--- src/rtl/mdio_pkg.sv ---
package mdio_pkg;
  localparam int unsigned WORD_W    = 32;  // command word width
  localparam int unsigned DATA_W    = 16;  // data field width
  localparam int unsigned OP_HI_POS = 29;  // opcode field upper bit
  localparam int unsigned OP_LO_POS = 28;  // opcode field lower bit
  localparam int unsigned TA2_POS   = 16;  // second turnaround bit position

  typedef enum logic [1:0] {
    OP_NONE  = 2'b00,
    OP_WRITE = 2'b01,
    OP_READ  = 2'b10,
    OP_BOTH  = 2'b11
  } mgmt_op_e;
endpackage

--- src/rtl/mdio_clk_gen.sv ---
module mdio_clk_gen #(
  parameter int unsigned CLK_DIV = 32
) (
  input  logic clk,
  input  logic rst,
  input  logic run,
  output logic mdc,
  output logic rise_evt,
  output logic fall_evt
);
  localparam int unsigned CNT_W = $clog2(CLK_DIV);
  localparam int unsigned HALF  = CLK_DIV / 2;

  logic [CNT_W-1:0] cnt;

  // Events mark the system-clock edge at which mdc changes level.
  assign rise_evt = run && (cnt == CNT_W'(HALF - 1));
  assign fall_evt = run && (cnt == CNT_W'(CLK_DIV - 1));

  always_ff @(posedge clk) begin
    if (rst || !run) begin
      cnt <= '0;
      mdc <= 1'b0;
    end else begin
      cnt <= fall_evt ? '0 : cnt + 1'b1;
      if (rise_evt)
        mdc <= 1'b1;
      else if (fall_evt)
        mdc <= 1'b0;
    end
  end
endmodule

--- src/rtl/mdio_frame_seq.sv ---
module mdio_frame_seq
  import mdio_pkg::*;
#(
  parameter int unsigned PRE_LEN = 32
) (
  input  logic              clk,
  input  logic              rst,
  input  logic              port_en,
  input  logic              wr_en,
  input  logic [WORD_W-1:0] wr_data,
  input  logic              rise_evt,
  input  logic              fall_evt,
  input  logic              mdio_i,
  output logic              busy,
  output logic [WORD_W-1:0] word_q,
  output logic              mdio_o,
  output logic              mdio_oe
);
  localparam int unsigned TOTAL   = PRE_LEN + WORD_W;
  localparam int unsigned BC_W    = $clog2(TOTAL) + 1;
  localparam int unsigned IDX_W   = $clog2(WORD_W);
  localparam int unsigned REL_IDX = PRE_LEN + WORD_W - 1 - TA2_POS;
  localparam int unsigned CAP_IDX = PRE_LEN + WORD_W - DATA_W;
  localparam int unsigned LAST    = TOTAL - 1;

  logic [BC_W-1:0]  bit_cnt;
  logic [BC_W-1:0]  next_cnt;
  logic [BC_W-1:0]  word_off;
  logic [IDX_W-1:0] word_idx;
  logic             nxt_bit;
  logic             is_read;

  assign is_read  = (mgmt_op_e'(word_q[OP_HI_POS:OP_LO_POS]) == OP_READ);
  assign next_cnt = bit_cnt + 1'b1;
  assign word_off = next_cnt - BC_W'(PRE_LEN);
  assign word_idx = IDX_W'(WORD_W - 1) - word_off[IDX_W-1:0];

  // Preamble bits are ones; after that the word goes out MSB first.
  always_comb begin
    nxt_bit = 1'b1;
    if (next_cnt >= BC_W'(PRE_LEN))
      nxt_bit = word_q[word_idx];
  end

  always_ff @(posedge clk) begin
    if (rst) begin
      busy    <= 1'b0;
      bit_cnt <= '0;
      word_q  <= '0;
      mdio_o  <= 1'b1;
      mdio_oe <= 1'b0;
    end else if (!port_en) begin
      busy    <= 1'b0;
      bit_cnt <= '0;
      mdio_oe <= 1'b0;
    end else if (!busy) begin
      if (wr_en) begin
        busy    <= 1'b1;
        bit_cnt <= '0;
        word_q  <= wr_data;
        mdio_o  <= 1'b1;
        mdio_oe <= 1'b1;
      end
    end else begin
      if (rise_evt && is_read && (bit_cnt >= BC_W'(CAP_IDX)))
        word_q[DATA_W-1:0] <= {word_q[DATA_W-2:0], mdio_i};
      if (fall_evt) begin
        if (bit_cnt == BC_W'(LAST)) begin
          busy    <= 1'b0;
          mdio_oe <= 1'b0;
          mdio_o  <= 1'b1;
        end else begin
          bit_cnt <= next_cnt;
          mdio_o  <= nxt_bit;
          if (is_read && (next_cnt == BC_W'(REL_IDX)))
            mdio_oe <= 1'b0;
        end
      end
    end
  end
endmodule

--- src/rtl/mdio_frame_engine.sv ---
module mdio_frame_engine #(
  parameter int unsigned CLK_DIV = 32,
  parameter int unsigned PRE_LEN = 32
) (
  input  logic        clk,
  input  logic        rst,
  input  logic        port_en,
  input  logic        wr_en,
  input  logic [31:0] wr_data,
  output logic [31:0] word_q,
  output logic        idle,
  output logic        mdc,
  output logic        mdio_o,
  output logic        mdio_oe,
  input  logic        mdio_i
);
  logic busy;
  logic rise_evt;
  logic fall_evt;
  logic run;

  assign run  = busy && port_en;
  assign idle = !busy;

  mdio_clk_gen #(
    .CLK_DIV (CLK_DIV)
  ) i_clk_gen (
    .clk      (clk),
    .rst      (rst),
    .run      (run),
    .mdc      (mdc),
    .rise_evt (rise_evt),
    .fall_evt (fall_evt)
  );

  mdio_frame_seq #(
    .PRE_LEN (PRE_LEN)
  ) i_seq (
    .clk      (clk),
    .rst      (rst),
    .port_en  (port_en),
    .wr_en    (wr_en),
    .wr_data  (wr_data),
    .rise_evt (rise_evt),
    .fall_evt (fall_evt),
    .mdio_i   (mdio_i),
    .busy     (busy),
    .word_q   (word_q),
    .mdio_o   (mdio_o),
    .mdio_oe  (mdio_oe)
  );
endmodule

--- config.mk ---
export PLATFORM = sky130hd
export DESIGN_NAME = mdio_frame_engine
export DESIGN_NICKNAME = d
export VERILOG_FILES = /design/src/rtl/mdio_pkg.sv /design/src/rtl/mdio_clk_gen.sv /design/src/rtl/mdio_frame_seq.sv /design/src/rtl/mdio_frame_engine.sv
export SDC_FILE = /design/constraint.sdc
export NUM_CORES = 1
export LEC_CHECK = 0
export ABC_AREA = 1
export BUFFER_PORTS_ARGS = -buffer_cell sky130_fd_sc_hd__buf_2
export CAP_MARGIN = 0
export CORE_MARGIN = 2
export CORE_UTILIZATION = 45
export CTS_CLUSTER_SIZE = 8
export DETAILED_ROUTE_END_ITERATION = 10
export PLACE_DENSITY = 0.75
export SYNTH_ARGS = -nofsm -noshare
export SYNTH_HDL_FRONTEND = slang
export SYNTH_SLANG_ARGS = --single-unit
export TNS_END_PERCENT = 30
--- constraint.sdc ---
create_clock -name clk -period 4.35 [get_ports clk]
set_clock_uncertainty 0.1 [all_clocks]
set_input_delay 0.6525 -clock clk [delete_from_list [all_inputs] [get_ports clk]]
set_output_delay 0.6525 -clock clk [all_outputs]
set_load 0.05 [all_outputs]
==> results of run 1 <==
## worst max-delay path, cell delays in order (launching register included)
cell and delay (ns):
dfxtp_1 0.81, inv_2 0.29, ha_1 0.56, inv_1 0.21, o211ai_1 0.15, nand3_1 0.10
nand3_1 0.09, nand2_1 0.06, nand2_1 0.05, nand3_1 0.06, nand2_1 0.06, nand2_1 0.05
## final cells by class
cell class	count	area (µm²)	share of cell area
Multi-Input combinational cell	244	1214	0.4033
Sequential cell	48	960.9	0.3193
Timing Repair Buffer	72	360.3	0.1198
Inverter	58	225.2	0.07484
Clock inverter	3	90.09	0.02994
Tap cell	72	90.09	0.02994
Clock buffer	5	68.82	0.02287
## sequential cells by signal, indices dropped and copies added, names as in the netlist
register / count
i_seq.word_q: 32
i_seq.bit_cnt: 7
i_clk_gen.cnt: 5
i_clk_gen.mdc: 1
i_seq.busy: 1
i_seq.mdio_o: 1
i_seq.mdio_oe: 1
## metal layers
metal / global-route usage / part of all wire
met5: 0 / 0
met4: 0.04211 / 0.0086
met3: 0.04483 / 0.058
met2: 0.3293 / 0.46
met1: 0.2633 / 0.47
## final timing paths
path	start	to	slack (ns)	cells after the start
setup / recovery	i_seq.bit_cnt[0]	i_seq.mdio_o	1.67	11
hold / removal	i_clk_gen.cnt[0]	i_clk_gen.cnt[0]	0.37	1
setup reg to reg	i_seq.bit_cnt[0]	i_seq.mdio_o	1.67	11
hold reg to reg	i_clk_gen.cnt[0]	i_clk_gen.cnt[0]	0.37	1
## through the flow
stage / cells / power (µW)
5_1_grt: 502 / 1167
4_1_cts: 502 / 1126
2_1_floorplan: 366 / 636.3
3_3_place_gp: 494 / 687.3
3_5_place_dp: 494 / 688.9
6_report: 502 / 1123
## cell usage in the layout, fill, tap and decap left out, types with 3 or more instances in the layout
cell,instances
dfxtp_1,48
inv_2,5
a21oi_1,39
nand2_1,81
nand4_1,3
buf_2,72
nor2_1,13
nand2_2,3
inv_1,51
nand3_1,31
o21ai_1,6
ha_1,6
clkbuf_8,5
bufinv_16,3
o21ai_0,44
## logic make-up after synthesis
kind of cell / Yosys count / share of synthesized area
compound gates: 94 / 0.1930
xor+xnor: 3 / 0.01055
fa+ha+maj: 6 / 0.03015
buf+inv: 74 / 0.1266
flops: 48 / 0.3859
simple gates: 141 / 0.2538
## report_power, final
group / switching [µW] / total (µW) / internal [µW]
Sequential: 12.5 / 475 / 462
Combinational: 152 / 205 / 53.0
Clock: 157 / 444 / 287
==> metrics.yaml, run 1 <==
layout:
  fin_util: 0.5533
  final.fill_count: 569
  final_nets: 472
  drive_above_1_share: 0.2256
  synthToLayoutAreaGrowth_pct: 20.85
  num_antenna_cells: 0
  fin_area_um2: 3009
grt:
  grt_usage: 0.1979
  antenna_found_initial: 0
  overflow: 0
  grt_max_degree: 36
  grt_pass1_vias: 2273
  grt_pass1_wl_um: 9887
setup_path:
  path_max_fanout: 23
  required_ns: 4.46
  start_kind: "flip-flop"
  arrival_ns: 2.79
  end_kind: "flip-flop"
  path_class: "reg2reg"
clock_tree:
  clkTransAtPathRegs_ns: 0.09
  cts_buffers: 5
  cts_root_buf: "clkbuf_8"
  cts_max_level: 2
  cts_tree: "yes"
  clock_latency_ns: 0.31
  clock_path_buffers: 2
  hold_buffers: 0
  cts.repair.resized: 0
  clock_sinks: 48
  cts_setup_buffers: 0
place:
  hpwl_um: 4308
  post-place-ws_ns: 1.729
  placement.cell_area_um2: 2850
  portBuffers: 72
  gp_congestion: 0.9165
synth:
  syn_avg_cell_area_um2: 6.803
  synth.top_cells.by_area: "dfxtp_1 (39%), nand2_1 (12%), o21ai_0 (8.8%), a21oi_1 (7.8%), inv_1 (7.7%)"
  netlist_top_cells_count: "nand2_1 (81), inv_1 (51), dfxtp_1 (48)"
  synth_edf_count: 0
  synth_nets: 409
  yosysWarnings: 0
  postSynthCellCount: 366
  ys_seq_area_frac: 0.3859
  syn_area_um2: 2490
  ys_types: 31
  ys.flop_type: "dfxtp_1"
  ys_ff_latch: 48
  synth.top_cell.area_share: 0.3859
  yosysMostFrequentCell: "nand2_1"
  async_flop_share: 0
  yosysTopAreaCell: "dfxtp_1"
timing:
  setup_tns_ns: 0
  fmax_mhz: 373.3
  rsz0062_at_grt: "false"
  finalCritPeriodShare: 0.6157
  fin_crit_ns: 2.678
  hold_viol: 0
  final-max-slew-violation-count: 0
  setup_viol: 0
  worst_pin_slew_ns: 0.9076
  setup_slack_ns: 1.672
  slew_headroom: 0.3943
  whs_ns: 0.3685
routing:
  vias: 2486
  first_pass_iters: 4
  finalWirelength_um: 5897
  routedWlPerCell_um: 11.75
  vias_per_cell: 4.952
  route.detailed.drc: 0
  first_iter_violations: 158
  ant_nets: 0
die:
  dieArea_um2: 6144
  pin_count: 73
  die_h_um: 78.39
  initial_core_util: 0.4578
  dieWidth_um: 78.39
  core_um2: 5439
  fp-row-count: 27
run:
  drv_cap: 0
power_and_ir_drop:
  p_leak_uw: 0.001414
  ir_worst_vdd_v: 0.0001900
  cellPowerDensity_nw_per_um2: 373.4
run_status:
  run_status: "finished clean"
worst_hold_path:
  hold_path_class: "reg2reg"
Power figures use the tool's default switching activity.
==> run 2, diff against run 1 <==
--- a/config.mk
+++ b/config.mk
@@ -12,7 +12,7 @@
 export CORE_UTILIZATION = 45
 export CTS_CLUSTER_SIZE = 8
 export DETAILED_ROUTE_END_ITERATION = 10
-export PLACE_DENSITY = 0.75
+export PLACE_DENSITY = 0.78
 export SYNTH_ARGS = -nofsm -noshare
 export SYNTH_HDL_FRONTEND = slang
 export SYNTH_SLANG_ARGS = --single-unit
==> constraint.sdc (replaced) <==
create_clock -name clk -period 2.3 [get_ports clk]
set_clock_uncertainty 0.1 [all_clocks]
set_input_delay 0.345 -clock clk [delete_from_list [all_inputs] [get_ports clk]]
set_output_delay 0.345 -clock clk [all_outputs]
set_load 0.05 [all_outputs]
==> run 2 against run 1 <==
Cell area fell by 0.58%. Global-route usage fell by 0.12 points. Clock power rose by 38%. Critical path type unchanged. Critical endpoint unchanged. Largest power group unchanged.
==> metrics.yaml, run 2 (synthesis results as in run 1) <==
clock_tree:
  clock_sinks: 48  # unchanged
  cts_setup_buffers: 0  # unchanged
  clock_path_buffers: 2  # unchanged
  cts_root_buf: "clkbuf_8"
  hold_buffers: 0  # unchanged
  cts_tree: "yes"
  cts.repair.resized: 0  # unchanged
  clock_latency_ns: 0.31  # about the same
  cts_max_level: 2  # unchanged
  cts_buffers: 5  # unchanged
  clkTransAtPathRegs_ns: 0.10  # about the same
grt:
  use_met1: 0.2601  # -0.003185
  antenna_found_initial: 0  # unchanged
  grt_usage: 0.1967  # -0.001174
  overflow: 0  # unchanged
  grt_max_degree: 36  # unchanged
  gr-usage-met3: 0.04138  # -0.003448
  grt_pass1_vias: 2281  # +0.35%
  grt_busiest_layer: "met2"
  grt_pass1_wl_um: 9867  # -0.20%
  use_met2: 0.3293  # unchanged
die:
  pin_count: 73  # unchanged
  fp-row-count: 27  # unchanged
  initial_core_util: 0.4578  # unchanged
  dieWidth_um: 78.39  # unchanged
  die_h_um: 78.39  # unchanged
  dieArea_um2: 6144  # unchanged
  core_um2: 5439  # unchanged
worst_hold_path:
  hold_path_class: "in2reg"
layout:
  synthToLayoutAreaGrowth_pct: 20.15
  top_register: "i_seq.word_q"
  final.fill_count: 579  # +1.8%
  largest_reg_flops: 32  # unchanged
  final_nets: 476  # +0.85%
  final_cell_mix: "nand2_1 (81), buf_2 (72), inv_1 (51)"
  num_antenna_cells: 0  # unchanged
  drive_above_1_share: 0.2327  # +0.007137
  reg_top3: "i_seq.word_q (32), i_seq.bit_cnt (7), i_clk_gen.cnt (5)"
  fin_util: 0.5500  # -0.003220
  fin_area_um2: 2992  # -0.58%
  final_common_cell: "nand2_1"
routing:
  vias: 2529  # +1.7%
  ant_nets: 0  # unchanged
  first_iter_violations: 150  # -5.1%
  routedWlPerCell_um: 11.64  # -0.94%
  first_pass_iters: 4  # unchanged
  finalWirelength_um: 5888  # -0.15%
  vias_per_cell: 4.998  # +0.93%
  route.detailed.drc: 0  # unchanged
power_and_ir_drop:
  pwr-share-clk: 0.323  # -0.072
  power.internal_uw: 1299  # +62%
  swShare: 0.3171  # +0.03160
  combPwrFrac: 0.205  # +0.023
  ir_worst_vdd_v: 0.0003382  # +78%
  p_switching_uw: 603.1  # +88%
  cellPowerDensity_nw_per_um2: 635.7  # +70%
  p_seq_frac: 0.472  # +0.049
  p_leak_uw: 0.001408  # -0.39%
timing:
  hold_viol: 0  # unchanged
  worst_pin_slew_ns: 0.4401  # -0.4674 ns
  finalCritPeriodShare: 0.8830  # +0.2672
  rsz0062_at_grt: "false"
  final-max-slew-violation-count: 0  # unchanged
  slew_headroom: 0.7045  # +0.3102
  setup_viol: 0  # unchanged
  fmax_mhz: 492.4  # +32%
  fin_crit_ns: 2.031  # -0.6477 ns
  setup_tns_ns: 0  # unchanged
setup_path:
  crit_buf_inv: 2  # unchanged
  required_ns: 2.41  # -2.05 ns
  cp_top_family: "flip-flops"
  worstPathCellList: "inv_2 -> ha_1 -> inv_1 -> o211ai_1 -> nand3_1 -> nand3_1 -> nand2_1 -> nand2_1 -> nand3_1 -> nand2_1 -> nand2_1"
  cp_slowest_cell: "dfxtp_1"
  critPathMaxStageDelay_ns: 0.52  # -0.29 ns
  arrival_ns: 2.14  # -0.65 ns
  start_kind: "flip-flop"
  path_max_fanout: 10  # -57%
  path_class: "reg2reg"
  cp_common_cell: "nand2_1"
  end_kind: "flip-flop"
place:
  hpwl_um: 4447  # +3.2%
  placement.cell_area_um2: 2880  # +1.1%
  gp_congestion: 0.8809  # -3.9%
  portBuffers: 72  # unchanged
run:
  drv_cap: 0  # unchanged
run_status:
  run_status: "finished clean"
-- run 2: cell count changes in the layout (fill, tap and decap cells not counted), sizes merged --
| cell | previous run | this run |
|---|---|---|
| clkinv | 1 | 2 |
| clkinvlp | 0 | 1 |
| buf | 72 | 76 |
| bufinv | 3 | 1 |
-- run 2: power by group through the flow --
stage	registers [µW]	logic, µW	clock network (µW)
2_1_floorplan	1060	141	0
3_3_place_gp	917	386	0
3_5_place_dp	917	390	0
4_1_cts	898	392	626
5_1_grt	903	427	654
6_report	897	390	614
-- run 2: per-layer routing --
layer	share of wire	up-vias	wire [µm]
met5	0	-	0
met4	0.0090	0	53
met3	0.067	5	392
met2	0.46	66	2720
met1	0.46	1146	2723
li1	-	1312	-
-- run 2: through the flow --
step	setup WS (ns)	instances	total power (µW)	hold slack, ns
detailed placement	0.3154	498	1307	0.3441
floorplan	0.4448	366	1203	0.3175
CTS	0.2984	506	1915	0.1977
finish	0.2692	506	1902	0.2019
global route	0.07500	506	1983	0.2100
global placement	0.3976	498	1302	0.3330
-- run 2: worst reg2reg max path, delay by kind of cell, from the launching register on --
kind | cells | cell delay [ns]
AO/OA/AOI/OAI | 1 | 0.14
buffers and inverters | 2 | 0.28
flip-flops | 1 | 0.52
AND/OR/NAND/NOR | 7 | 0.43
adder cells (fa/ha/maj) | 1 | 0.46
-- run 2: area by class of cell --
class	instances	area, µm²	share of cell area
inverter	58	225.2	0.07528
multi-input combinational	244	1214	0.4057
tap	72	90.09	0.03011
clock inverter	3	42.54	0.01422
sequential	48	960.9	0.3212
timing repair buffer	76	390.4	0.1305
clock buffer	5	68.82	0.02300
-- run 2: final timing paths --
kind | start | to | slack, ns | cells after the start
worst max-delay path | i_seq.bit_cnt[0] | i_seq.mdio_o | 0.27 | 11
worst min-delay path | wr_data[15] | i_seq.word_q[15] | 0.20 | 3
worst max register to register | i_seq.bit_cnt[0] | i_seq.mdio_o | 0.27 | 11
worst min register to register | i_clk_gen.cnt[0] | i_clk_gen.cnt[0] | 0.35 | 1
==> run 3, diff against run 2 <==
--- a/config.mk
+++ b/config.mk
@@ -8,11 +8,14 @@
 export ABC_AREA = 1
 export BUFFER_PORTS_ARGS = -buffer_cell sky130_fd_sc_hd__buf_2
 export CAP_MARGIN = 0
+export CELL_PAD_IN_SITES_DETAIL_PLACEMENT = 0
+export CELL_PAD_IN_SITES_GLOBAL_PLACEMENT = 1
 export CORE_MARGIN = 2
-export CORE_UTILIZATION = 45
+export CORE_UTILIZATION = 32
 export CTS_CLUSTER_SIZE = 8
 export DETAILED_ROUTE_END_ITERATION = 10
-export PLACE_DENSITY = 0.78
+export HOLD_SLACK_MARGIN = 0.06
+export PLACE_DENSITY = 0.79
 export SYNTH_ARGS = -nofsm -noshare
 export SYNTH_HDL_FRONTEND = slang
 export SYNTH_SLANG_ARGS = --single-unit
==> run 3 against run 2 <==
Utilization down 16 points. Critical path depth down 2. Sequential share of layout area down 0.24 points. Power down 6.2%. Clock power down 19%. Cell area up 0.75%. Wire length up 8.4%. Sequential power about the same. Final cell count up 6.1%. Largest cell class unchanged.
==> metrics.yaml, run 3 (synthesis results as in run 1) <==
run_status:
  run_status: "finished clean"
layout:
  regArea_um2: 960.9  # unchanged
  final.fill_count: 865  # +49%
  final_common_cell: "nand2_1"
  drive_above_1_share: 0.2345  # +0.001764
  num_antenna_cells: 0  # unchanged
  multi_input_area_um2: 1214  # unchanged
  largest_reg_flops: 32  # unchanged
  fin_area_um2: 3014  # +0.75%
  final_cell_mix: "nand2_1 (81), buf_2 (72), inv_1 (51)"
  top_register: "i_seq.word_q"
  synthToLayoutAreaGrowth_pct: 21.06
  final_nets: 478  # +0.42%
  reg_top3: "i_seq.word_q (32), i_seq.bit_cnt (7), i_clk_gen.cnt (5)"
die:
  core_um2: 7647  # +41%
  dieArea_um2: 8503  # +38%
  initial_core_util: 0.3256  # -0.1322
  die_h_um: 92.21  # +18%
  fp-row-count: 32  # +19%
  pin_count: 73  # unchanged
  dieWidth_um: 92.21  # +18%
grt:
  grt_usage: 0.1553  # -0.04134
  antenna_found_initial: 0  # unchanged
  grt_max_degree: 36  # unchanged
  grt_pass1_vias: 2409  # +5.6%
  overflow: 0  # unchanged
  grt_pass1_wl_um: 10800  # +9.4%
setup_path:
  arrival_ns: 2.05  # -0.09 ns
  start_kind: "flip-flop"
  crit_start: "i_seq.bit_cnt[1]"
  path_max_fanout: 6  # -4
  path_class: "reg2reg"
  required_ns: 2.41  # about the same
  end_kind: "flip-flop"
  r2r_start: "i_seq.bit_cnt[1]"
worst_hold_path:
  hold_start: "wr_data[0]"
  hold_path_class: "in2reg"
timing:
  fin_crit_ns: 1.937  # -0.09355 ns
  hold_viol: 0  # unchanged
  rsz0062_at_grt: "false"
  fmax_mhz: 516.2  # +4.8%
  worst_pin_slew_ns: 0.5661  # +0.1260 ns
  finalCritPeriodShare: 0.8423  # -0.04067
  slew_headroom: 0.6199  # -0.08461
  setup_tns_ns: 0  # unchanged
  setup_viol: 0  # unchanged
  final-max-slew-violation-count: 0  # unchanged
clock_tree:
  cts_root_buf: "clkbuf_8"
  cts_buffers: 5  # unchanged
  cts_max_level: 2  # unchanged
  hold_buffers: 0  # unchanged
  clkTransAtPathRegs_ns: 0.09  # about the same
  cts_tree: "yes"
  cts_setup_buffers: 0  # unchanged
  cts.repair.resized: 0  # unchanged
  clock_sinks: 48  # unchanged
  clock_latency_ns: 0.31  # about the same
  clock_path_buffers: 2  # unchanged
routing:
  first_pass_iters: 4  # unchanged
  vias_per_cell: 4.600  # -8.0%
  ant_nets: 0  # unchanged
  vias: 2470  # -2.3%
  routedWlPerCell_um: 11.89  # +2.2%
  route.detailed.drc: 0  # unchanged
  first_iter_violations: 102  # -32%
  finalWirelength_um: 6385  # +8.4%
power_and_ir_drop:
  p_seq_frac: 0.503  # +0.031
  pwr-share-clk: 0.279  # -0.044
  swShare: 0.3359  # +0.01879
  cellPowerDensity_nw_per_um2: 591.7  # -6.9%
  p_leak_uw: 0.001405  # -0.27%
  p_switching_uw: 599.1  # -0.66%
  combPwrFrac: 0.218  # +0.013
  power.internal_uw: 1184  # -8.8%
  ir_worst_vdd_v: 0.0003144  # -7.0%
run:
  drv_cap: 0  # unchanged
place:
  placement.cell_area_um2: 2933  # +1.8%
  gp_congestion: 0.8251  # -6.3%
  portBuffers: 72  # unchanged
  hpwl_um: 4714  # +6.0%
-- run 3: cell count changes in the layout (fill, tap and decap cells not counted) --
cell | before | now
bufinv_16 | 1 | 0
buf_4 | 4 | 6
-- run 3: layer usage --
| metal | vias up | part of all wire | wire, µm | global-route usage |
|---|---|---|---|---|
| li1 | 1310 | - | - | - |
| met2 | 57 | 0.44 | 2778 | 0.2531 |
| met5 | - | 0 | 0 | 0 |
| met3 | 8 | 0.053 | 336 | 0.02794 |
| met1 | 1095 | 0.50 | 3184 | 0.2079 |
| met4 | 0 | 0.013 | 85 | 0.05100 |
-- run 3: final cells by class --
cell class / count / share of cell area
well taps: 102 / 0.04234
repair buffers: 78 / 0.1345
clock buffers: 5 / 0.02283
multi-input cells: 244 / 0.4027
inverters: 58 / 0.07472
flip-flops and latches: 48 / 0.3188
clock inverters: 2 / 0.004151
-- run 3: through the flow --
step	power (µW)	worst slack (ns)	cells	util	hold slack (ns)
detailed placement	1311	0.3934	530	0.3835	0.3485
CTS	1807	0.3564	537	0.3941	0.1914
floorplan	1203	0.4448	366	-	0.3175
global placement	1307	0.4268	530	0.3835	0.3308
finish	1783	0.3628	537	0.3941	0.1979
global route	1883	0.1645	537	0.3941	0.2088
-- run 3: path summary, 6_finish.rpt --
check | end | slack [ns] | depth (start not counted)
min reg2reg | i_clk_gen.cnt[0] | 0.36 | 1
min | i_seq.word_q[0] | 0.20 | 3
max | i_seq.mdio_o | 0.36 | 9
max reg2reg | i_seq.mdio_o | 0.36 | 9
-- run 3: power by group through the flow --
stage | registers, µW | logic, µW | clock network [µW]
2_1_floorplan | 1060 | 141 | 0
3_3_place_gp | 918 | 390 | 0
3_5_place_dp | 918 | 392 | 0
4_1_cts | 899 | 394 | 515
5_1_grt | 904 | 427 | 552
6_report | 897 | 389 | 497
-- run 3: worst max-delay path, stage by stage, from the launching register on --
cell	delay, ns
dfxtp_1	0.46
ha_1	0.29
xor2_1	0.45
nand3_1	0.16
nand3_1	0.11
nand2_1	0.06
nand2_1	0.05
nand3_1	0.06
nand2_1	0.06
nand2_1	0.05
